==> src/rtl/qdac_pkg.sv <==
package qdac_pkg;
  parameter int DATA_W = 12;
  parameter int SEL_W  = 2;
  parameter int ADDR_W = 2;
  parameter int SYNC_STAGES = 2;

  function automatic int frame_len(int dw, int aw, int sw);
    return dw + aw + sw;
  endfunction
endpackage

==> src/rtl/qdac_sync.sv <==
module qdac_sync #(
  parameter int WIDTH = 1,
  parameter int STAGES = 2,
  parameter logic [WIDTH-1:0] INIT = '0
) (
  input  logic             clk,
  input  logic             rst_n,
  input  logic [WIDTH-1:0] d_i,
  output logic [WIDTH-1:0] q_o
);
  logic [WIDTH-1:0] stage_q [STAGES];

  for (genvar s = 0; s < STAGES; s++) begin : g_stage
    always_ff @(posedge clk or negedge rst_n) begin
      if (!rst_n) stage_q[s] <= INIT;
      else if (s == 0) stage_q[s] <= d_i;
      else stage_q[s] <= stage_q[(s == 0) ? 0 : s-1];
    end
  end

  assign q_o = stage_q[STAGES-1];
endmodule

==> src/rtl/qdac_shifter.sv <==
module qdac_shifter #(
  parameter int FRAME_W = 16
) (
  input  logic               clk,
  input  logic               rst_n,
  input  logic               sclk_s,
  input  logic               fs_n_s,
  input  logic               sdi_s,
  output logic               chain_o,
  output logic               wr_en_o,
  output logic [FRAME_W-1:0] wr_word_o
);
  localparam int CNT_W = $clog2(FRAME_W + 1);
  localparam logic [CNT_W-1:0] LAST = CNT_W'(FRAME_W - 1);
  localparam logic [CNT_W-1:0] FULL = CNT_W'(FRAME_W);

  logic               sclk_d;
  logic               fall;
  logic [CNT_W-1:0]   edge_cnt;
  logic [FRAME_W-1:0] shreg;

  assign fall = sclk_d & ~sclk_s;

  always_ff @(posedge clk or negedge rst_n) begin
    if (!rst_n) sclk_d <= 1'b0;
    else sclk_d <= sclk_s;
  end

  // Edge counter: cleared while the frame is idle, saturates after a full word.
  always_ff @(posedge clk or negedge rst_n) begin
    if (!rst_n) edge_cnt <= '0;
    else if (fs_n_s) edge_cnt <= '0;
    else if (fall && edge_cnt != FULL) edge_cnt <= edge_cnt + 1'b1;
  end

  always_ff @(posedge clk or negedge rst_n) begin
    if (!rst_n) shreg <= '0;
    else if (fall && !fs_n_s) shreg <= {shreg[FRAME_W-2:0], sdi_s};
  end

  assign wr_word_o = {shreg[FRAME_W-2:0], sdi_s};
  assign wr_en_o   = fall && !fs_n_s && (edge_cnt == LAST);
  assign chain_o   = shreg[FRAME_W-1];
endmodule

==> src/rtl/qdac_latches.sv <==
module qdac_latches #(
  parameter int DATA_W = 12,
  parameter int SEL_W  = 2,
  parameter int ADDR_W = 2
) (
  input  logic                            clk,
  input  logic                            rst_n,
  input  logic                            wr_en_i,
  input  logic [DATA_W+ADDR_W+SEL_W-1:0]  wr_word_i,
  input  logic [ADDR_W-1:0]               dev_addr_i,
  input  logic                            ld_act_i,
  input  logic                            clr_act_i,
  output logic [(1<<SEL_W)*DATA_W-1:0]    inlat_o,
  output logic [(1<<SEL_W)*DATA_W-1:0]    dac_o
);
  localparam int CH      = 1 << SEL_W;
  localparam int FRAME_W = DATA_W + ADDR_W + SEL_W;

  logic [SEL_W-1:0]  sel;
  logic [ADDR_W-1:0] addr;
  logic [DATA_W-1:0] payload;
  logic              hit;

  assign sel     = wr_word_i[SEL_W-1:0];
  assign addr    = wr_word_i[SEL_W+ADDR_W-1:SEL_W];
  assign payload = wr_word_i[FRAME_W-1:SEL_W+ADDR_W];
  assign hit     = wr_en_i && (addr == dev_addr_i);

  for (genvar c = 0; c < CH; c++) begin : g_ch
    always_ff @(posedge clk or negedge rst_n) begin
      if (!rst_n) inlat_o[c*DATA_W +: DATA_W] <= '0;
      else if (hit && sel == SEL_W'(c)) inlat_o[c*DATA_W +: DATA_W] <= payload;
    end

    always_ff @(posedge clk or negedge rst_n) begin
      if (!rst_n) dac_o[c*DATA_W +: DATA_W] <= '0;
      else if (clr_act_i) dac_o[c*DATA_W +: DATA_W] <= '0;
      else if (ld_act_i) dac_o[c*DATA_W +: DATA_W] <= inlat_o[c*DATA_W +: DATA_W];
    end
  end
endmodule

==> src/rtl/qdac_serial_if.sv <==
module qdac_serial_if
  import qdac_pkg::*;
#(
  parameter int P_DATA_W = qdac_pkg::DATA_W,
  parameter int P_SEL_W  = qdac_pkg::SEL_W,
  parameter int P_ADDR_W = qdac_pkg::ADDR_W,
  parameter int P_SYNC   = qdac_pkg::SYNC_STAGES
) (
  input  logic                                 clk,
  input  logic                                 rst_n,
  input  logic                                 sclk_i,
  input  logic                                 fsync_n_i,
  input  logic                                 sdata_i,
  input  logic [P_ADDR_W-1:0]                  dev_addr_i,
  input  logic                                 load_n_i,
  input  logic                                 clear_n_i,
  output logic                                 chain_o,
  output logic [(1<<P_SEL_W)*P_DATA_W-1:0]     dac_o
);
  localparam int FRAME_W = frame_len(P_DATA_W, P_ADDR_W, P_SEL_W);
  localparam int CH      = 1 << P_SEL_W;

  logic [4:0]                raw_pins, sync_pins;
  logic                      sclk_s, fs_n_s, sdi_s, ld_act, clr_act;
  logic                      wr_en;
  logic [FRAME_W-1:0]        wr_word;
  logic [CH*P_DATA_W-1:0]    inlat;

  assign raw_pins = {sclk_i, fsync_n_i, sdata_i, load_n_i, clear_n_i};

  qdac_sync #(.WIDTH(5), .STAGES(P_SYNC), .INIT(5'b01011)) u_sync (
    .clk(clk), .rst_n(rst_n), .d_i(raw_pins), .q_o(sync_pins)
  );

  assign {sclk_s, fs_n_s, sdi_s} = sync_pins[4:2];
  assign ld_act  = ~sync_pins[1];
  assign clr_act = ~sync_pins[0];

  qdac_shifter #(.FRAME_W(FRAME_W)) u_shift (
    .clk(clk), .rst_n(rst_n), .sclk_s(sclk_s), .fs_n_s(fs_n_s), .sdi_s(sdi_s),
    .chain_o(chain_o), .wr_en_o(wr_en), .wr_word_o(wr_word)
  );

  qdac_latches #(.DATA_W(P_DATA_W), .SEL_W(P_SEL_W), .ADDR_W(P_ADDR_W)) u_lat (
    .clk(clk), .rst_n(rst_n), .wr_en_i(wr_en), .wr_word_i(wr_word),
    .dev_addr_i(dev_addr_i), .ld_act_i(ld_act), .clr_act_i(clr_act),
    .inlat_o(inlat), .dac_o(dac_o)
  );
endmodule

==> config.mk <==
export PLATFORM = sky130hd
export DESIGN_NAME = qdac_serial_if
export DESIGN_NICKNAME = d
export VERILOG_FILES = /design/src/rtl/qdac_pkg.sv /design/src/rtl/qdac_sync.sv /design/src/rtl/qdac_shifter.sv /design/src/rtl/qdac_latches.sv /design/src/rtl/qdac_serial_if.sv
export SDC_FILE = /design/constraint.sdc
export NUM_CORES = 1
export LEC_CHECK = 0
export BUFFER_PORTS_ARGS = -buffer_cell sky130_fd_sc_hd__buf_2
export CORE_MARGIN = 4
export CORE_UTILIZATION = 62
export CTS_CLUSTER_DIAMETER = 150
export DETAILED_ROUTE_END_ITERATION = 8
export PLACE_DENSITY_LB_ADDON = 0.1
export REMOVE_ABC_BUFFERS = 1
export SLEW_MARGIN = 20
export SYNTH_ARGS = -nofsm -noshare
export SYNTH_HDL_FRONTEND = slang
export SYNTH_HIERARCHICAL = 1
export SYNTH_SLANG_ARGS = --single-unit
==> constraint.sdc <==
create_clock -name clk -period 6.79 [get_ports clk]
set_input_delay 0.679 -clock clk [delete_from_list [all_inputs] [get_ports clk]]
set_output_delay 0.679 -clock clk [all_outputs]
set_load 0.01 [all_outputs]
==> results of run 1 <==
-- power breakdown --
| part | total [mW] | switching (mW) | internal [mW] |
|---|---|---|---|
| clock network | 0.889 | 0.320 | 0.569 |
| registers | 0.828 | 0.0377 | 0.791 |
| logic | 0.0911 | 0.0518 | 0.0393 |
| total | 1.81 | 0.409 | 1.40 |
-- per-layer routing --
layer  up-vias  share of wire (%)
li1       1302                  -
met1      1491                 46
met2        68                 49
met3         7                4.1
met4         0               0.96
met5         -                  0
-- cell usage after synthesis (all sizes together) (2+ instances only) --
library cell,number
nor2,52
dfrtp,122
clkbuf,7
mux2,65
buf,16
nor4b,2
xor2,2
inv,6
mux2i,49
ha,3
nand2b,2
dfstp,6
nand2,3
-- final timing paths --
path	startpoint	end	slack, ps	depth (start not counted)
max	u_sync/q_o[4]	u_lat/inlat_o[43]	4080	6
min	rst_n	u_lat/dac_o[35]	180	1
max reg2reg	u_sync/q_o[4]	u_lat/inlat_o[43]	4080	6
min reg2reg	u_sync/stage_q[7]	u_sync/q_o[2]	350	0
max in group asynchronous	rst_n	u_shift/shreg[8]	5510	2
min in group clk	load_n_i	u_sync/stage_q[6]	270	1
-- stage by stage --
stage / area (sq um) / std cells / power (mW) / setup WS [ps]
final: 6040 / 519 / 1.81 / 4080
after global placement: 5440 / 487 / 0.928 / 4230
after CTS: 6040 / 519 / 1.82 / 4090
after floorplan: 4980 / 325 / 0.885 / 4410
after global routing: 6040 / 519 / 1.88 / 3980
after detailed placement: 5440 / 487 / 0.933 / 4140
-- registers in the layout, indices dropped and copies added (netlist names) --
register          cells
u_lat/inlat_o        48
u_shift/shreg        16
u_lat/dac_o          48
u_sync/q_o            5
u_shift/sclk_d        1
u_sync/stage_q        5
u_shift/edge_cnt      5
-- cell type report --
cell class	instances	area share, %
Clock buffer	19	7.15
Clock inverter	13	2.71
Inverter	6	0.373
Multi-Input combinational cell	191	29.3
Sequential cell	128	53.2
Tap cell	102	2.11
Timing Repair Buffer	60	5.20
-- worst max-delay path, stage by stage (launching register included) --
cell                       delay, ps
sky130_fd_sc_hd__dfrtp_1         390
sky130_fd_sc_hd__nand2b_4        200
sky130_fd_sc_hd__nor2_8          310
sky130_fd_sc_hd__and2_1          210
sky130_fd_sc_hd__nand2_1         140
sky130_fd_sc_hd__nor4b_4         900
sky130_fd_sc_hd__mux2_2          430
-- cells by family (layout without fill, tap and decap cells) --
logic type | after synthesis | after routing
AO/OA/AOI/OAI | 4 | 4
XOR/XNOR | 2 | 2
adder cells (fa/ha/maj) | 3 | 3
buffers and inverters | 29 | 98
flip-flops | 128 | 128
multiplexers | 114 | 114
AND/OR/NAND/NOR | 68 | 68
==> flow_summary.json, run 1 <==
{
  "post_synth_instance_area_sq_um": 5120,
  "gp_congestion": 0.711,
  "route.final.wire_length_um": 9100,
  "io_buffers": 57,
  "cts_max_path_buffers": 2,
  "netlist_instances": 348,
  "tritoncts": "built",
  "clkLatencyLatePin_ps": 500,
  "multiInputGateArea_sq_um": 1770,
  "grtUsageTotal_pct": 20.4,
  "slew_headroom_pct": 28.9,
  "largest_family_of_logic_cells_by_synthesized_area": "multiplexers",
  "ctsHtreeMaxLevel": 4,
  "initial_core_util_pct": 64.9,
  "max-vdd-ir-drop_uv": 201,
  "setup.worst_path.end_class": "register",
  "wl_per_cell_um": 17.5,
  "std_cell_rows": 32,
  "core_area_sq_um": 7890,
  "detail-route-antenna-nets": 0,
  "synth-seq-area-share_pct": 62.7,
  "clk_root_buffer_cell": "sky130_fd_sc_hd__clkbuf_8",
  "fin_setup_tns_ps": 0,
  "xor_xnor_fraction_of_synth_area_pct": 0.342,
  "diodes": 0,
  "tightestPinTransition_ps": 1060,
  "hpwl_um": 5530,
  "post-synth-top-area-cell": "sky130_fd_sc_hd__dfrtp_1",
  "run_status": "finished, final reports clean",
  "overflow": 0,
  "final_util_pct": 76.6,
  "power.leakage_nw": 3.22,
  "nets": 416,
  "dieArea_sq_um": 9780,
  "crit_path_max_fanout": 17,
  "clock_sinks": 128,
  "detailedRoute.firstIterationViolations": 142,
  "crit_arrival_ps": 3090,
  "ys_top_cells_by_area": "sky130_fd_sc_hd__dfrtp_1, sky130_fd_sc_hd__mux2_2, sky130_fd_sc_hd__mux2i_1",
  "io_pins": 58,
  "synth-seq-cells": 128,
  "yosys_warnings": 6,
  "critPathKind": "register to register",
  "crit_path_start_kind": "register",
  "layout_overhead_on_the_synthesized_area_pct": 18.0,
  "final.hold.worst_slack_ps": 184,
  "compound_gate_fraction_of_synth_area_pct": 0.684,
  "finClkSkew_ps": 10.9,
  "final-setup-viol-count": 0,
  "first_global_vias": 3034,
  "layout.cells.most_common": "sky130_fd_sc_hd__dfrtp_1",
  "yosys.area.top_type_share_pct": 59.6,
  "cts_buf_count": 17,
  "cts.repair_timing.setup_buffer_count": 0,
  "power_density_nw_per_um2": 299,
  "seqCellArea_sq_um": 3210,
  "hold_viol_final": 0,
  "synth_simple_gate_area_share_pct": 6.94,
  "grtUsageMet3_pct": 5.73,
  "antenna_found_initial": 0,
  "drt-vias-per-instance": 5.53,
  "final_layout_size_suffix_gt1_share_pct": 41.0,
  "cap_viol_max_count": 0,
  "grtUsageMet1_pct": 27.8,
  "worst_hold_path_type": "input pin to async pin",
  "layout_common_cells": "sky130_fd_sc_hd__dfrtp_1, sky130_fd_sc_hd__buf_2, sky130_fd_sc_hd__nor2_1",
  "ys_async_sr_fraction_pct": 100,
  "drt_pre_antenna_iters": 4,
  "vias": 2868,
  "grt_pass1_wl_um": 15500,
  "synth_ff_type": "sky130_fd_sc_hd__dfrtp_1",
  "grt_busiest_layer": "met2",
  "min_period_over_period_pct": 39.9,
  "chipWidth_um": 98.9,
  "largest_net_degree_at_the_start_of_global_routing": 83,
  "number_of_synthesized_flops_with_an_enable_pin": 0,
  "final_period_minus_worst_setup_slack_ps": 2710,
  "worstPathRequired_ps": 7170,
  "fillers": 454,
  "synth-adder-area-share_pct": 0.733,
  "groute.layer.met2.usage_pct": 32.2,
  "mean_cell_area_of_the_mapped_netlist_sq_um": 14.7,
  "synth.mux.area_fraction_pct": 25.3,
  "rsz_0062_raised_after_global_routing": "no",
  "clock.fmax_ghz": 0.369,
  "number_of_pins_with_negative_max_slew_slack_in_the_final_report": 0,
  "post_synth_num_cell_types": 34,
  "post_cts_resized": 0,
  "detailed_route_drc_error_count": 0,
  "die_y_um": 98.9,
  "cts_hold_repair.buffers": 0,
  "clk_pin_slew_worst_paths_ps": 60
}
(Power assumes the default switching activity.)
==> inputs of run 2 (changes only) <==
CORE_UTILIZATION = 58   (was 62)
clock period = 2.5 ns   (was 6.79 ns; I/O delays follow)
==> run 2 against run 1 <==
  * Via count shrank 0.91%
  * Highest routed layer unchanged
  * Largest cell class unchanged
  * Final cell count is 3.9% higher
  * Non-clock buffer count is 14 higher
  * Clock skew decreased by 1.2 ps
  * Sequential share of layout area down 1.9 points
  * Final area grew 3.6%
  * Combinational power grew to 2.9 times the previous value
  * Register-to-register slack got worse by 3800 ps
  * Hold slack better by 23 ps
  * Sequential power rose to 2.7 times the previous value
  * Clock-buffer cell count is the same
  * Largest power group unchanged
==> flow_summary.json, run 2 (synthesis gave the netlist of run 1 again) <==
{
  "timing.critical_path.slowest_stage_cell": "sky130_fd_sc_hd__dfrtp_1",
  "die_y_um": 102,
  "cts_max_path_buffers": 2,
  "r2r_setup_slack_ps": 260,
  "fin_setup_tns_ps": 0,
  "crit_path_start_kind": "register",
  "final-setup-viol-count": 0,
  "final_layout_size_suffix_gt1_share_pct": 41.5,
  "clk_root_buffer_cell": "sky130_fd_sc_hd__clkbuf_8",
  "number_of_cells_on_the_worst_reg_to_reg_path": 8,
  "worstPathRequired_ps": 2890,
  "clk_pin_slew_worst_paths_ps": 60,
  "largest_net_degree_at_the_start_of_global_routing": 49,
  "dpl.cell_count": 501,
  "power.leakage_nw": 3.33,
  "nets": 430,
  "cpPeakStageDelay_ps": 390,
  "chipWidth_um": 102,
  "final_period_minus_worst_setup_slack_ps": 2240,
  "dieArea_sq_um": 10400,
  "final_cell_count_no_fill": 539,
  "grtUsageTotal_pct": 20.0,
  "layout_common_cells": "sky130_fd_sc_hd__dfrtp_1, sky130_fd_sc_hd__buf_2, sky130_fd_sc_hd__nor2_1",
  "final.hold.worst_slack_ps": 207,
  "detailed_route_drc_error_count": 0,
  "max-vdd-ir-drop_uv": 515,
  "io_buffers": 57,
  "std_cell_rows": 34,
  "drt-vias-per-instance": 5.27,
  "cell_area_after_layout_sq_um": 6260,
  "wl_per_cell_um": 17.3,
  "tightestPinTransition_ps": 694,
  "diodes": 0,
  "cts_hold_repair.buffers": 6,
  "crit_path_frequent_cell": "sky130_fd_sc_hd__ha_1",
  "drt_pre_antenna_iters": 4,
  "biggest_registers_after_layout": "u_lat/dac_o x48, u_lat/inlat_o x48, u_shift/shreg x16",
  "cap_viol_max_count": 0,
  "crit_chain": "ha_1 > and3_1 > ha_1 > and2_1 > nand2b_1 > nor4b_4 > buf_4 > mux2_2",
  "route.final.wire_length_um": 9320,
  "power_density_nw_per_um2": 837,
  "clock_sinks": 128,
  "initial_core_util_pct": 59.3,
  "run_status": "finished, final reports clean",
  "hold_viol_final": 0,
  "hpwl_um": 5890,
  "crit_path_max_fanout": 5,
  "clock.fmax_ghz": 0.447,
  "finClkSkew_ps": 9.66,
  "detail-route-antenna-nets": 0,
  "clkLatencyLatePin_ps": 510,
  "number_of_pins_with_negative_max_slew_slack_in_the_final_report": 0,
  "overflow": 0,
  "cts.repair_timing.setup_buffer_count": 0,
  "crit_arrival_ps": 2620,
  "antenna_found_initial": 0,
  "vias": 2842,
  "ctsHtreeMaxLevel": 4,
  "setup.worst_path.end_class": "register",
  "min_period_over_period_pct": 89.5,
  "dpl-instance-area_sq_um": 5530,
  "first_global_vias": 3011,
  "detailedRoute.firstIterationViolations": 79,
  "post_cts_resized": 0,
  "cts_buf_count": 17,
  "grt_pass1_wl_um": 15600,
  "io_pins": 58,
  "tritoncts": "built",
  "worst_hold_path_type": "input pin to async pin",
  "layout_overhead_on_the_synthesized_area_pct": 22.2,
  "slew_headroom_pct": 53.6,
  "rsz_0062_raised_after_global_routing": "no",
  "core_area_sq_um": 8640,
  "critPathKind": "register to register",
  "layout.cells.most_common": "sky130_fd_sc_hd__dfrtp_1",
  "gp_congestion": 0.751
}
[run 2: cell count changes in the layout (fill, tap and decap cells not counted)]
cell / before / now
sky130_fd_sc_hd__buf_4: 3 / 10
sky130_fd_sc_hd__dlygate4sd3_1: 0 / 6
sky130_fd_sc_hd__bufinv_16: 3 / 6
sky130_fd_sc_hd__buf_12: 0 / 2
sky130_fd_sc_hd__clkinvlp_4: 5 / 3
sky130_fd_sc_hd__buf_6: 1 / 0
sky130_fd_sc_hd__clkinv_2: 2 / 1
[run 2: layer usage]
layer / global-route usage, % / part of all wire, %
met4: 6.76 / 0.89
met5: 0 / 0
met1: 27.0 / 47
met3: 5.32 / 3.8
met2: 31.8 / 49
[run 2: per-stage QoR]
stage	setup slack, ps	util (%)	total power [mW]
2_1_floorplan	120	-	2.40
3_3_place_gp	377	64.1	2.53
3_5_place_dp	282	64.1	2.54
4_1_cts	261	72.5	5.29
5_1_grt	137	72.5	5.43
6_report	264	72.5	5.24
[run 2: power breakdown]
group / internal (mW) / total, mW / switching [mW] / leakage (nW)
Combinational: 0.118 / 0.263 / 0.145 / 1.27
Sequential: 2.15 / 2.25 / 0.0988 / 1.74
Clock: 1.85 / 2.73 / 0.880 / 0.315
[run 2: path summary, 6_finish.rpt]
path,start,endpoint
max,u_shift/edge_cnt[0],u_lat/inlat_o[34]
min,rst_n,u_lat/inlat_o[11]
max reg2reg,u_shift/edge_cnt[0],u_lat/inlat_o[34]
min reg2reg,u_sync/stage_q[7],u_sync/q_o[2]
max in group asynchronous,rst_n,u_sync/stage_q[8]
min in group clk,u_sync/stage_q[7],u_sync/q_o[2]
[run 2: layout make-up]
class / count / area (sq um)
clock inverters: 13 / 234
repair buffers: 74 / 455
well taps: 108 / 135
multi-input cells: 191 / 1770
flip-flops and latches: 128 / 3210
fillers: 572 / 2380
inverters: 6 / 22.5
clock buffers: 19 / 432
[run 2: critical path: cells and delay by family (launching register included)]
kind | cells | cell delay [ps]
adders and majority gates | 2 | 330
DFF | 1 | 390
buffers and inverters | 1 | 230
and+or+nand+nor | 4 | 810
muxes | 1 | 350
